--- config.mk ---
export PLATFORM = sky130hd
export DESIGN_NAME = sup_reset_gen
export DESIGN_NICKNAME = d
export VERILOG_FILES = /design/src/rtl/sup_pkg.sv /design/src/rtl/sup_sync.sv /design/src/rtl/sup_stretch.sv /design/src/rtl/sup_wdog.sv /design/src/rtl/sup_reset_gen.sv
export SDC_FILE = /design/constraint.sdc
export NUM_CORES = 1
export LEC_CHECK = 0
export BUFFER_PORTS_ARGS = -buffer_cell sky130_fd_sc_hd__buf_4
export CAP_MARGIN = 20
export CORE_ASPECT_RATIO = 1.1
export CORE_MARGIN = 2
export CORE_UTILIZATION = 45
export CTS_BUF_LIST = sky130_fd_sc_hd__clkbuf_2
export DETAILED_ROUTE_END_ITERATION = 8
export PLACE_DENSITY = 0.61
export SLEW_MARGIN = 20
export SYNTH_ARGS = -nofsm -noshare
export SYNTH_HDL_FRONTEND = slang
export SYNTH_SLANG_ARGS = --single-unit
export TNS_END_PERCENT = 30
--- constraint.sdc ---
create_clock -name clk -period 3.1 [get_ports clk]
set_clock_uncertainty 0.15 [all_clocks]
set_input_delay 0.31 -clock clk [delete_from_list [all_inputs] [get_ports clk]]
set_output_delay 0.31 -clock clk [all_outputs]
set_load 0.05 [all_outputs]
--- src/rtl/sup_pkg.sv ---
package sup_pkg;
   typedef enum logic [1:0] {
      WD_SHORT = 2'b00,
      WD_MID   = 2'b01,
      WD_LONG  = 2'b10,
      WD_OFF   = 2'b11
   } wd_sel_e;
endpackage

--- src/rtl/sup_sync.sv ---
module sup_sync #(
   parameter int              W       = 2,
   parameter int              STAGES  = 2,
   parameter logic [W-1:0]    RST_VAL = '0
) (
   input  logic         clk,
   input  logic         rst_n,
   input  logic [W-1:0] d,
   output logic [W-1:0] q
);
   logic [W-1:0] stg [STAGES];

   for (genvar s = 0; s < STAGES; s++) begin : g_stage
      if (s == 0) begin : g_first
         always_ff @(posedge clk or negedge rst_n)
            if (!rst_n) stg[s] <= RST_VAL;
            else        stg[s] <= d;
      end else begin : g_next
         always_ff @(posedge clk or negedge rst_n)
            if (!rst_n) stg[s] <= RST_VAL;
            else        stg[s] <= stg[s-1];
      end
   end

   assign q = stg[STAGES-1];
endmodule

--- src/rtl/sup_stretch.sv ---
module sup_stretch #(
   parameter int HOLD = 256
) (
   input  logic clk,
   input  logic rst_n,
   input  logic tick,
   input  logic cause,
   output logic active
);
   localparam int CW = (HOLD > 2) ? $clog2(HOLD) : 1;
   localparam logic [CW-1:0] LAST = CW'(HOLD - 1);

   logic [CW-1:0] cnt;

   always_ff @(posedge clk or negedge rst_n) begin
      if (!rst_n) begin
         active <= 1'b1;
         cnt    <= '0;
      end else if (cause) begin
         active <= 1'b1;
         cnt    <= '0;
      end else if (active && tick) begin
         if (cnt == LAST) begin
            active <= 1'b0;
            cnt    <= '0;
         end else begin
            cnt <= cnt + 1'b1;
         end
      end
   end

   AST_CAUSE_RESTARTS: assert property (@(posedge clk) disable iff (!rst_n)
      cause |=> (active && cnt == '0));
   AST_CLEAN_RELEASE: assert property (@(posedge clk) disable iff (!rst_n)
      $fell(active) |-> ($past(cnt) == LAST && !$past(cause)));
   AST_FREEZE_NO_TICK: assert property (@(posedge clk) disable iff (!rst_n)
      (!tick && !cause) |=> $stable(cnt));
endmodule

--- src/rtl/sup_wdog.sv ---
module sup_wdog
   import sup_pkg::*;
#(
   parameter int T_SHORT = 1024,
   parameter int T_MID   = 4096,
   parameter int T_LONG  = 16384
) (
   input  logic       clk,
   input  logic       rst_n,
   input  logic       tick,
   input  logic       rst_active,
   input  logic       kick_s,
   input  logic [1:0] sel,
   output logic       expire
);
   localparam int CW = $clog2(T_LONG);
   localparam logic [CW-1:0] LIM_S = CW'(T_SHORT - 1);
   localparam logic [CW-1:0] LIM_M = CW'(T_MID - 1);
   localparam logic [CW-1:0] LIM_L = CW'(T_LONG - 1);

   logic [CW-1:0] cnt, limit;
   logic          kick_d, kick_rise, off;

   assign kick_rise = kick_s & ~kick_d;
   assign off       = (wd_sel_e'(sel) == WD_OFF);

   always_comb begin
      unique case (wd_sel_e'(sel))
         WD_SHORT: limit = LIM_S;
         WD_MID:   limit = LIM_M;
         default:  limit = LIM_L;
      endcase
   end

   always_ff @(posedge clk or negedge rst_n) begin
      if (!rst_n) begin
         cnt    <= '0;
         expire <= 1'b0;
         kick_d <= 1'b0;
      end else begin
         kick_d <= kick_s;
         expire <= 1'b0;
         if (rst_active || off || kick_rise) begin
            cnt <= '0;
         end else if (tick) begin
            if (cnt >= limit) begin
               expire <= 1'b1;
               cnt    <= '0;
            end else begin
               cnt <= cnt + 1'b1;
            end
         end
      end
   end

   AST_HELD_IN_RESET: assert property (@(posedge clk) disable iff (!rst_n)
      rst_active |=> (cnt == '0 && !expire));
   AST_OFF_SILENT: assert property (@(posedge clk) disable iff (!rst_n)
      off |=> !expire);
   AST_KICK_CLEARS: assert property (@(posedge clk) disable iff (!rst_n)
      kick_rise |=> (cnt == '0));
endmodule

--- src/rtl/sup_reset_gen.sv ---
module sup_reset_gen #(
   parameter int HOLD_TICKS     = 256,
   parameter int WD_SHORT_TICKS = 1024,
   parameter int WD_MID_TICKS   = 4096,
   parameter int WD_LONG_TICKS  = 16384,
   parameter int SYNC_STAGES    = 2
) (
   input  logic       clk,
   input  logic       por_n,
   input  logic       tick,
   input  logic [1:0] wd_sel,
   input  logic       supply_low_a,
   input  logic       kick_a,
   output logic       rst_out_n,
   output logic       rst_out
);
   if (HOLD_TICKS < 2) begin : g_bad_hold
      $error("HOLD_TICKS must be at least 2");
   end
   if (!(WD_SHORT_TICKS >= 2 && WD_SHORT_TICKS < WD_MID_TICKS && WD_MID_TICKS < WD_LONG_TICKS))
   begin : g_bad_wd
      $error("watchdog intervals must be at least 2 and strictly increasing");
   end
   if (SYNC_STAGES < 2) begin : g_bad_sync
      $error("SYNC_STAGES must be at least 2");
   end

   logic       supply_low_s, kick_s, wd_expire, rst_q, cause;
   logic [1:0] sync_q;

   sup_sync #(.W(2), .STAGES(SYNC_STAGES), .RST_VAL(2'b10)) u_sync (
      .clk   (clk),
      .rst_n (por_n),
      .d     ({supply_low_a, kick_a}),
      .q     (sync_q)
   );
   assign supply_low_s = sync_q[1];
   assign kick_s       = sync_q[0];

   sup_wdog #(.T_SHORT(WD_SHORT_TICKS), .T_MID(WD_MID_TICKS), .T_LONG(WD_LONG_TICKS)) u_wdog (
      .clk        (clk),
      .rst_n      (por_n),
      .tick       (tick),
      .rst_active (rst_q),
      .kick_s     (kick_s),
      .sel        (wd_sel),
      .expire     (wd_expire)
   );

   assign cause = supply_low_s | wd_expire;

   sup_stretch #(.HOLD(HOLD_TICKS)) u_stretch (
      .clk    (clk),
      .rst_n  (por_n),
      .tick   (tick),
      .cause  (cause),
      .active (rst_q)
   );

   assign rst_out   = rst_q;
   assign rst_out_n = ~rst_q;

   AST_EXPIRE_RESETS: assert property (@(posedge clk) disable iff (!por_n)
      wd_expire |=> rst_out);
   AST_LOW_RESETS: assert property (@(posedge clk) disable iff (!por_n)
      supply_low_s |=> (rst_out && !rst_out_n));
endmodule

==> reports/results.ini <==
[outcome]
status=finished, final reports clean

[route]
viasPerCell=5.47
firstDrtPassIters=4
post_drt_wl_per_cell_um=14.3
ant_nets=0
drc_errors=0
routed_wl_um=3210
num_vias=1231
drt_iter0_markers=50

[synthesis]
yosysTopAreaCellShare_pct=41.5
synthesis.yosys.warnings=0
synth.area.mux_share_pct=2.08
yosysMostFrequentCell=dfrtp_1
syn-cell-area_um2=1570
synth_adder_area_share_pct=3.19
synth-seq-cells=29
synth-xor-area-share_pct=3.35
postSynth.asyncResetShare_pct=100
synth_cells=163
ys_seq_area_share_pct=46.6
synth_top_family_by_area=simple AND/OR/NAND/NOR gates
yosys_most_used_dff=dfrtp_1
synth_edf_count=0
ys_top_cells_by_count=dfrtp_1 (26), nor2_1 (18), nand2_1 (16), a21oi_1 (11), nand3_1 (10)
yosysTopAreaCell=dfrtp_1
syn-num-nets=174
ys_types=44
avgSynthCellArea_um2=9.61
synthSimpleGateAreaFrac_pct=25.7
synth_compound_area_share_pct=16.7
synth.area.top_cells=dfrtp_1 (42%), dfstp_2 (5.0%), nor2_1 (4.3%)

[pwr]
netSwitchingPower_uw=152
ir_drop_mv=0.162
clock_power_share_pct=30.8
swShare_pct=24.7
sequentialPowerShare_pct=62.8
leakage_nw=0.731
combPwrFrac_pct=6.4
power.density_nw_per_um2=356
p_int_uw=464

[clock_network]
ctsResizeCount=0
post-cts-setup-buffers=0
clk_latency_ps=350
cts_made_buffers=5
hold_buffers=3
cts_tree=built
root_buffer=clkbuf_2
cts.path.max_buffers=2
clock_sinks=29
cts.reportedPaths.clkPinSlew_ps=150
cts_max_level=2

[place]
place.detailed.hpwl_um=2230
pre_cts_ws_ps=736
io_buffers=8
gp_routability_congestion=0.757
dpl_cell_area_um2=1660

[layout]
area_delta_synth_final_pct=10.5
stdcell_area_um2=1730
fillerInstances=306
n_antenna_cell=0
multiInputGateArea_um2=800
fin_nets=187
drive_gt1_share_pct=19.2
regArea_um2=729

[sta]
setup_viol_count_final=0
layout_setup_ws_ps=798
slew_viol_final=0
min_period_ps=2300
slew_headroom_pct=54.5
rsz0062_at_grt=no
max_freq_ghz=0.434
tightest_slew_ps=682
fin_crit_sh_pct=74.2
finalHoldViolCount=0
tns_ps=0

[critical_path]
cp-end-kind=flop
crit_type=reg -> reg
cp_data_required_time_ps=3250
path_max_fanout=14
setup.worst_path.start_class=flop
rr_worst_depth=6
cp_data_arrival_time_ps=2450

[min_path]
hp-class=in -> reg
whs_path_depth=3

[global_routing]
grt_usage_pct=19.1
grt_overflow=0
grt_max_degree=30
grt_pass1_vias=1279
grt_pass1_wl_um=5580
antenna_found_initial=0

[floorplanning]
core_area_um2=3330
die_w_um=60.3
die_h_um=65.9
die_area_um2=3970
start_util_pct=47.0
placementRows=22
ios=9

[flow_run]
cap_violations=0

[layer usage]
metal,up-vias,track usage [%],wire length (um),part of all wire [%]
met4,0,8.61,53,1.7
met1,600,21.6,1400,44
met2,12,31.5,1650,51
li1,613,-,-,-
met5,-,0,0,0
met3,6,6.85,103,3.2
[worst max-delay path, cell delays in order, from the launching register on]
cell and delay (ps):
dfrtp_1 430, ha_1 320, a21oi_1 250, o41ai_4 170, a21oi_2 540, and4b_1 290
o21a_1 110
[worst paths after layout]
check | slack, ps | end | start
worst max register to register | 800 | u_wdog.cnt[8] | u_wdog.cnt[13]
worst min-delay path | 120 | u_wdog.cnt[4] | tick
worst min register to register | 210 | u_sync.q[1] | u_sync.stg[3]
min in group asynchronous | 240 | u_wdog.cnt[10] | por_n
max in group asynchronous | 2230 | u_sync.stg[3] | por_n
worst max-delay path | 800 | u_wdog.cnt[8] | u_wdog.cnt[13]
[cell families (layout without fill, tap and decap cells)]
kind of cell / after synthesis / in the layout
compound gates: 37 / 37
mux: 3 / 3
simple gates: 76 / 76
fa+ha+maj: 4 / 4
xor+xnor: 6 / 6
flops: 29 / 29
buf+inv: 8 / 22
[metrics by stage]
stage / hold WS, ps / util [%] / power (mW) / cells
after floorplan: -136 / - / 0.411 / 163
after global placement: 98.8 / 49.8 / 0.430 / 214
after detailed placement: 109 / 49.8 / 0.432 / 214
after CTS: 96.0 / 52.0 / 0.627 / 225
after global routing: 91.7 / 52.0 / 0.655 / 225
final: 120 / 52.0 / 0.616 / 225
[layout make-up]
| cell class | count | share of cell area [%] |
|---|---|---|
| well taps | 48 | 3.47 |
| multi-input cells | 126 | 46.2 |
| inverters | 3 | 0.651 |
| clock buffers | 8 | 2.31 |
| flip-flops and latches | 29 | 42.2 |
| repair buffers | 11 | 5.21 |
[registers in the layout, indices dropped and copies added, names as in the netlist]
register and flops:
u_stretch.active 1, u_wdog.cnt 14, u_stretch.cnt 8, u_sync.stg 2, u_sync.q 2, u_wdog.kick_d 1, u_wdog.expire 1
[cell usage in the layout, fill, tap and decap left out, drive strengths merged, types with 2 or more instances in the layout]
master and n:
nand4 3, nor3 6, and2 4, a21oi 13, nor2 19, o21ai 10
buf 8, a31oi 2, and3 6, nand3 10, nand4b 2, a211oi 2
xor2 6, or2 2, or3 2, nand2 16, mux2 2, dfrtp 26
dfstp 3, o2111ai 3, ha 4, dlygate4sd3 3, clkbuf 8, inv 3
a22oi 2
[power groups by stage]
stage               combinational [mW]  clock [mW]  sequential, mW
floorplan                       0.0175           0           0.394
CTS                             0.0403       0.199           0.388
global placement                0.0358           0           0.394
global route                    0.0450       0.221           0.388
detailed placement              0.0374           0           0.395
finish                          0.0394       0.190           0.387
(Power assumes the default switching activity.)
